[src/rtl/stream_deadline_timer.sv]
module stream_deadline_timer #(
  parameter int IDS    = 8,
  parameter int FEAT_W = 8,
  parameter int UNIT_W = 16,
  localparam int CNT_W = FEAT_W + UNIT_W,
  localparam int ID_W  = $clog2(IDS)
) (
  input  logic              clk,
  input  logic              rst_n,
  input  logic              tick_us,
  input  logic              cfg_we,
  input  logic              cfg_wr,
  input  logic [ID_W-1:0]   cfg_id,
  input  logic [CNT_W-1:0]  cfg_limit,
  input  logic              cmd_start,
  input  logic              cmd_wr,
  input  logic [ID_W-1:0]   cmd_id,
  input  logic [FEAT_W-1:0] cmd_feat,
  input  logic [UNIT_W-1:0] unit_us,
  input  logic              cmd_flush,
  input  logic              cmd_wc,
  input  logic              xfer_done,
  input  logic              xfer_full,
  input  logic              flush_done,
  output logic              busy,
  output logic              cmp,
  output logic [7:0]        err_reg,
  output logic              st_se,
  output logic              st_err
);

  logic [CNT_W-1:0] dflt [2][IDS];
  logic [CNT_W-1:0] cnt, lim_new;
  logic armed, tmo, done_seen, full_q, flush_q, flushed, wc_q;
  logic fin, full_now;

  assign lim_new  = (cmd_feat != '0) ? CNT_W'(cmd_feat) * CNT_W'(unit_us)
                                     : dflt[cmd_wr][cmd_id];
  assign full_now = done_seen ? full_q : xfer_full;
  assign fin      = busy && (xfer_done || done_seen) &&
                    (!flush_q || flushed || flush_done);
  assign err_reg  = {7'b0, tmo};

  always_ff @(posedge clk or negedge rst_n) begin
    if (!rst_n) begin
      for (int d = 0; d < 2; d++)
        for (int i = 0; i < IDS; i++)
          dflt[d][i] <= '0;
    end else if (cfg_we) begin
      dflt[cfg_wr][cfg_id] <= cfg_limit;
    end
  end

  always_ff @(posedge clk or negedge rst_n) begin
    if (!rst_n) begin
      busy      <= 1'b0;
      cmp       <= 1'b0;
      cnt       <= '0;
      armed     <= 1'b0;
      tmo       <= 1'b0;
      done_seen <= 1'b0;
      full_q    <= 1'b0;
      flush_q   <= 1'b0;
      flushed   <= 1'b0;
      wc_q      <= 1'b0;
      st_se     <= 1'b0;
      st_err    <= 1'b0;
    end else if (cmd_start) begin
      busy      <= 1'b1;
      cmp       <= 1'b0;
      cnt       <= lim_new;
      armed     <= (lim_new != '0);
      tmo       <= 1'b0;
      done_seen <= 1'b0;
      full_q    <= 1'b0;
      flush_q   <= cmd_flush;
      flushed   <= 1'b0;
      wc_q      <= cmd_wc;
      st_se     <= 1'b0;
      st_err    <= 1'b0;
    end else begin
      cmp <= 1'b0;
      if (busy) begin
        if (xfer_done && !done_seen) begin
          done_seen <= 1'b1;
          full_q    <= xfer_full;
        end
        if (flush_done) flushed <= 1'b1;
        if (fin) begin
          busy   <= 1'b0;
          cmp    <= 1'b1;
          st_se  <= wc_q && full_now;
          st_err <= !(wc_q && full_now) && (tmo || !full_now);
        end else if (tick_us && armed && !tmo) begin
          cnt <= cnt - 1'b1;
          if (cnt == CNT_W'(1)) tmo <= 1'b1;
        end
      end
    end
  end

endmodule

[config.mk]
export PLATFORM = sky130hd
export DESIGN_NAME = stream_deadline_timer
export DESIGN_NICKNAME = d
export VERILOG_FILES = /design/src/rtl/stream_deadline_timer.sv
export SDC_FILE = /design/constraint.sdc
export NUM_CORES = 1
export LEC_CHECK = 0
export BUFFER_PORTS_ARGS = -buffer_cell sky130_fd_sc_hd__clkbuf_2
export CORE_MARGIN = 8
export CORE_UTILIZATION = 40
export DETAILED_ROUTE_END_ITERATION = 10
export GPL_ROUTABILITY_DRIVEN = 1
export SETUP_SLACK_MARGIN = 0.4
export SYNTH_ARGS = -nofsm -noshare
export SYNTH_HDL_FRONTEND = slang
export SYNTH_SLANG_ARGS = --single-unit
[constraint.sdc]
create_clock -name clk -period 2.7 [get_ports clk]
set_input_delay 0.135 -clock clk [delete_from_list [all_inputs] [get_ports clk]]
set_output_delay 0.135 -clock clk [all_outputs]
set_load 0.02 [all_outputs]
[After elaboration in Yosys (flattened, before gate mapping)]
Cells that the tools add are included.
Storage, ports and cells
  register bits: 419
  bits of input ports: 66
  output and inout port bits: 12
Cells by class
  $add $sub $neg: 1
  $mul: 1
  order comparisons: 6
  equality and inequality tests: 2
  multiplexer cells: 43
  bitwise logic cells: 4
  reductions and logical operators: 31
Operators with widths (number)
  192-bit two-way mux: 4
  384-bit bitwise mux: 1
  192-bit demux with 1-bit select: 1
  24-bit two-way mux: 8
  24-bit binary-select mux with 3-bit select: 1
  24-bit demux with 3-bit select: 1
  1-bit two-way mux: 27
  24-bit by 1-bit == test with 1-bit output (second input constant): 1
  8-bit by 16-bit multiplier with 24-bit output: 1
  24-bit nonzero test: 1
  24-bit by 1-bit subtractor with 24-bit output (second input constant): 1
  2-bit nonzero test: 6
  1-bit logical AND: 9
  4-bit greater-or-equal comparator (second input constant): 2
  3-bit inverter with 4-bit output: 2
  8-bit nonzero test: 1
  2-bit AND reduction: 3
  1-bit zero test: 5
  2-bit greater-or-equal comparator (second input constant): 2
  1-bit logical OR: 4
  4-bit by 1-bit less-than comparator with 1-bit output (second input constant): 1
  1-bit inverter with 2-bit output: 2
  4-bit AND reduction: 1
  3-bit AND reduction: 1
  other kinds (2): 2

[Longest topological paths before layout]
  depth in word-level cells: 9
  depth in mapped cells: 21
  mapped depth without buffers: 19

[Worst setup path before layout]
OpenSTA, ideal clock, no wires.
  path kind: input -> register
  start: input port cmd_feat[3]
  end: register armed
  arrival: 4.786 ns
  data required time: 2.564 ns
  setup slack: -2.221 ns
  stages on the path: 18
  path buffers: 1
  cells stage by stage: clkbuf_1 -> and2_1 -> fa_1 -> fa_1 -> fa_1 -> inv_1 -> fa_1 -> inv_1 -> ha_1 -> or4_1 -> a21oi_2 -> a211oi_2 -> or3_4 -> a21o_1 -> a21o_1 -> xor2_1 -> a2111oi_2 -> a31oi_1
Between the ends
  longest elaborated chain between the ends: 3
  elaborated cells on any way between the ends: 4
  classes of those cells: mul (1); mux (1); reduce/logical (2)
Ends and longest elaborated chain
  start, declared: line 18  | input logic [FEAT_W-1:0] cmd_feat,
  8-bit by 16-bit multiplier with 24-bit output or 8-bit nonzero test (tied branches): line 37  | assign lim_new = (cmd_feat != '0) ? CNT_W'(cmd_feat) * CNT_W'(unit_us)
  24-bit two-way mux *: line 37
  24-bit nonzero test *: line 72  | armed <= (lim_new != '0);
  end signal, assigned: line 72
  end, declared: line 34  | logic armed, tmo, done_seen, full_q, flush_q, flushed, wc_q;
Mark *: on every way between the ends. The rest lies on a longest branch, timed or not.
A chain may end at the register's enable or synchronous reset.

[Final worst setup path]
  start: input port unit_us[6]
  end: register armed
Between the ends
  longest elaborated chain between the ends: 3
Ends and longest elaborated chain
  start, declared: line 19  | input logic [UNIT_W-1:0] unit_us,
  8-bit by 16-bit multiplier with 24-bit output: line 37
  24-bit two-way mux: line 37
  24-bit nonzero test: line 72
No other way between the ends.

==> out/results.tsv <==
stage	metric	value	unit
status	status	complete, but fails checks	
status	violations	negative setup slack	
floorplanning	fp.dieArea	0.0672	mm²
cells_and_area	syn2layout_area_growth	21.9	%
sta	rsz0062_at_grt	true	
clock_network	clock_latency	0.55	ns
detailed_routing	dr.pass1.iters	5	
detailed_routing	final_antenna_net_count	0	
pwr	comb_power_share	43.9	%
cells_and_area	final_nets	2242	
floorplanning	coreArea	0.0588	mm²
critical_path	worst-endpoint-arrival	4.81	ns
cells_and_area	final_core_util	49.1	%
pwr	sequentialPowerShare	33.1	%
grt	grt_pass1_vias	16800	
detailed_routing	wl_per_cell	21.5	µm
logic_synthesis	synthMuxAreaShare	28.9	%
logic_synthesis	synth_area_leaders	dfrtp_1, mux2_2, mux4_2, fa_1, and2_1	
grt	overflow	0	
cells_and_area	design_area	0.0289	mm²
clock_network	cts-root-buf	clkbuf_16	
floorplanning	chipWidth	259	µm
sta	fin_skew	0.0134	ns
logic_synthesis	synthAdderAreaFrac	9.54	%
sta	fmax	227	MHz
clock_network	cts_buffers	44	
floorplanning	die_height	259	µm
placed_design	hpwl	39900	µm
floorplanning	boundaryPins	78	
sta	timing.final.max_slew_violations	0	
sta	slew_headroom	53.2	%
critical_path	regToRegSetupSlack	-0.18	ns
grt	grt_start_max_net_pins	106	
detailed_routing	wirelength	61200	µm
logic_synthesis	synth_top_family_by_area	multiplexers	
cells_and_area	layout.cells.most_common	dfrtp_1	
critical_path	cp-start-kind	input port	
sta	worst_pin_slew	0.702	ns
pwr	p_clk_share	23.0	%
logic_synthesis	yosys.area.top_type	dfrtp_1	
critical_path	crit_required	3.10	ns
placed_design	portBuffers	70	
logic_synthesis	synthFlopType	dfrtp_1	
logic_synthesis	synthesis.area	0.0237	mm²
logic_synthesis	syn_inst	1808	
clock_network	htree_num_levels	2	
clock_network	clk_pin_slew	0.06	ns
logic_synthesis	async_flop_share	100	%
pwr	internal_power	17700	µW
min_path	hold_class	in -> reg	
sta	setup_viol	21	
clock_network	cts_tree	done	
pwr	p_sw_share	31.9	%
detailed_routing	num_vias	15400	
clock_network	clk_path_buf_depth	3	
logic_synthesis	synth_compound_gate_area_share	4.35	%
placed_design	preCtsSetupSlack	-2.35	ns
logic_synthesis	yosysSeqAreaShare	44.3	%
logic_synthesis	post_synth_num_cell_types	69	
pwr	p_per_area	900	mW/mm²
sta	final.min_clock_period	4.41	ns
sta	timing.final.hold_violations	0	
grt	grt_pass1_wl	97700	µm
grt	antenna_found_initial	4	
logic_synthesis	synth-xor-area-share	1.15	%
flow_run	maxCapViolations	0	
critical_path	cp_max_fo	6	
floorplanning	start_util	40.2	%
pwr	p_leak	0.0128	µW
placed_design	place_congestion	0.860	
logic_synthesis	avgSynthCellArea	13.1	µm²
logic_synthesis	yosys_warnings	0	
pwr	ir_worst_vdd	606	µV
pwr	power	26000	µW
detailed_routing	drtIter0Drc	837	
sta	fin_crit_sh	163	%
logic_synthesis	synth-edff-count	0	
clock_network	numClockSinks	419	
sta	final.setup.worst_slack	-1.71	ns
pwr	power_switching	8280	µW
cells_and_area	final_cell_mix	dfrtp_1, mux2_2, buf_4	
critical_path	critical_path_class	in -> reg	
floorplanning	fp-row-count	89	
cells_and_area	layout-drive-gt1-share	47.6	%
grt	grt_use_total	18.3	%
placed_design	placed_area	0.0266	mm²
critical_path	end_kind	flip-flop	
detailed_routing	vias_per_cell	5.40	
logic_synthesis	synthSimpleGateAreaFrac	7.72	%
detailed_routing	drc	0	
logic_synthesis	synth_seq_cells	419	
logic_synthesis	yosys.area.top_type_share	44.3	%
path summary, 6_finish.rpt:
check,depth (start not counted),to,start
worst max register to register,9,armed,dflt[0]
worst max-delay path,18,armed,unit_us[6]
worst min-delay path,2,dflt[317],cfg_limit[5]
max in group asynchronous,3,dflt[101],rst_n
worst min register to register,2,flushed,flushed
min in group asynchronous,2,dflt[110],rst_n
metal layers:
metal	vias to the layer above	wire, µm	track usage, %
met5	-	22	0
met4	4	844	3.20
met3	67	2850	3.08
met2	279	29900	30.4
met1	8146	27600	25.5
li1	6886	-	-
cell usage after synthesis, types with 11 or more instances:
master	instances
xnor2_1	16
xor2_1	15
nand3_1	20
o21ai_0	21
nor2_1	57
nor4_1	13
nand2_1	70
a21o_1	13
inv_1	104
dfrtp_1	419
buf_4	11
nor3_1	17
clkbuf_1	99
ha_1	46
mux2_2	391
a22oi_1	22
mux4_2	104
fa_1	84
and2_1	116
a21oi_1	34
layout make-up:
type	instances	area, µm²
fillers	5200	29900
multi-input cells	1164	12900
flip-flops and latches	419	10500
repair buffers	312	2650
clock buffers	65	1310
well taps	773	967
inverters	105	394
clock inverters	11	108
diodes	2	5.00
per-stage QoR:
step | TNS (ns) | instances | hold WS (ns)
global route | -25.32 | 2849 | 0.0701
floorplan | -24.83 | 1814 | -0.161
finish | -22.58 | 2851 | 0.0533
detailed placement | -35.73 | 2750 | 0.119
CTS | -21.55 | 2842 | 0.0339
global placement | -35.22 | 2750 | 0.111
worst max-delay path, stage by stage:
cell and delay (ns):
clkbuf_16 0.13, and2_4 0.13, fa_1 0.51, fa_1 0.54, fa_1 0.54, inv_2 0.04
fa_1 0.52, inv_2 0.05, ha_4 0.15, or4_4 0.49, a21oi_4 0.16, a211oi_2 0.10
or3_4 0.37, a21o_1 0.17, a21o_1 0.17, xor2_2 0.16, a2111oi_2 0.30, a31oi_1 0.14
flip-flops by register name, summed over array words and instances, names as in the netlist:
| name | flops |
|---|---|
| armed | 1 |
| busy | 1 |
| cmp | 1 |
| cnt | 24 |
| dflt | 384 |
| done_seen | 1 |
| flush_q | 1 |
| flushed | 1 |
| full_q | 1 |
| st_err | 1 |
| st_se | 1 |
| tmo | 1 |
| wc_q | 1 |
logic make-up (layout without fill, tap and decap cells):
group / Yosys count / count (layout)
fa+ha+maj: 130 / 130
xor+xnor: 31 / 31
compound gates: 146 / 146
other cells: 1 / 9
simple gates: 345 / 345
flops: 419 / 419
buf+inv: 231 / 493
mux: 505 / 505
power by group through the flow:
stage	clock network, µW	registers (µW)	logic (µW)
after floorplan	0	8440	6490
after global placement	0	8600	9790
after detailed placement	0	8700	9910
after CTS	6120	8590	10700
after global routing	6360	8790	12500
final	5980	8600	11400
timing repair:
item                                    4_1_cts  5_1_grt
hold buffers                                  7        0
hold endpoints to repair                     62        0
buffers inserted                              9        7
resized for setup                            81       59
pin swaps                                    45       19
endpoints found under the setup margin       21       21
No activity file was read; power rests on OpenSTA's default activity.
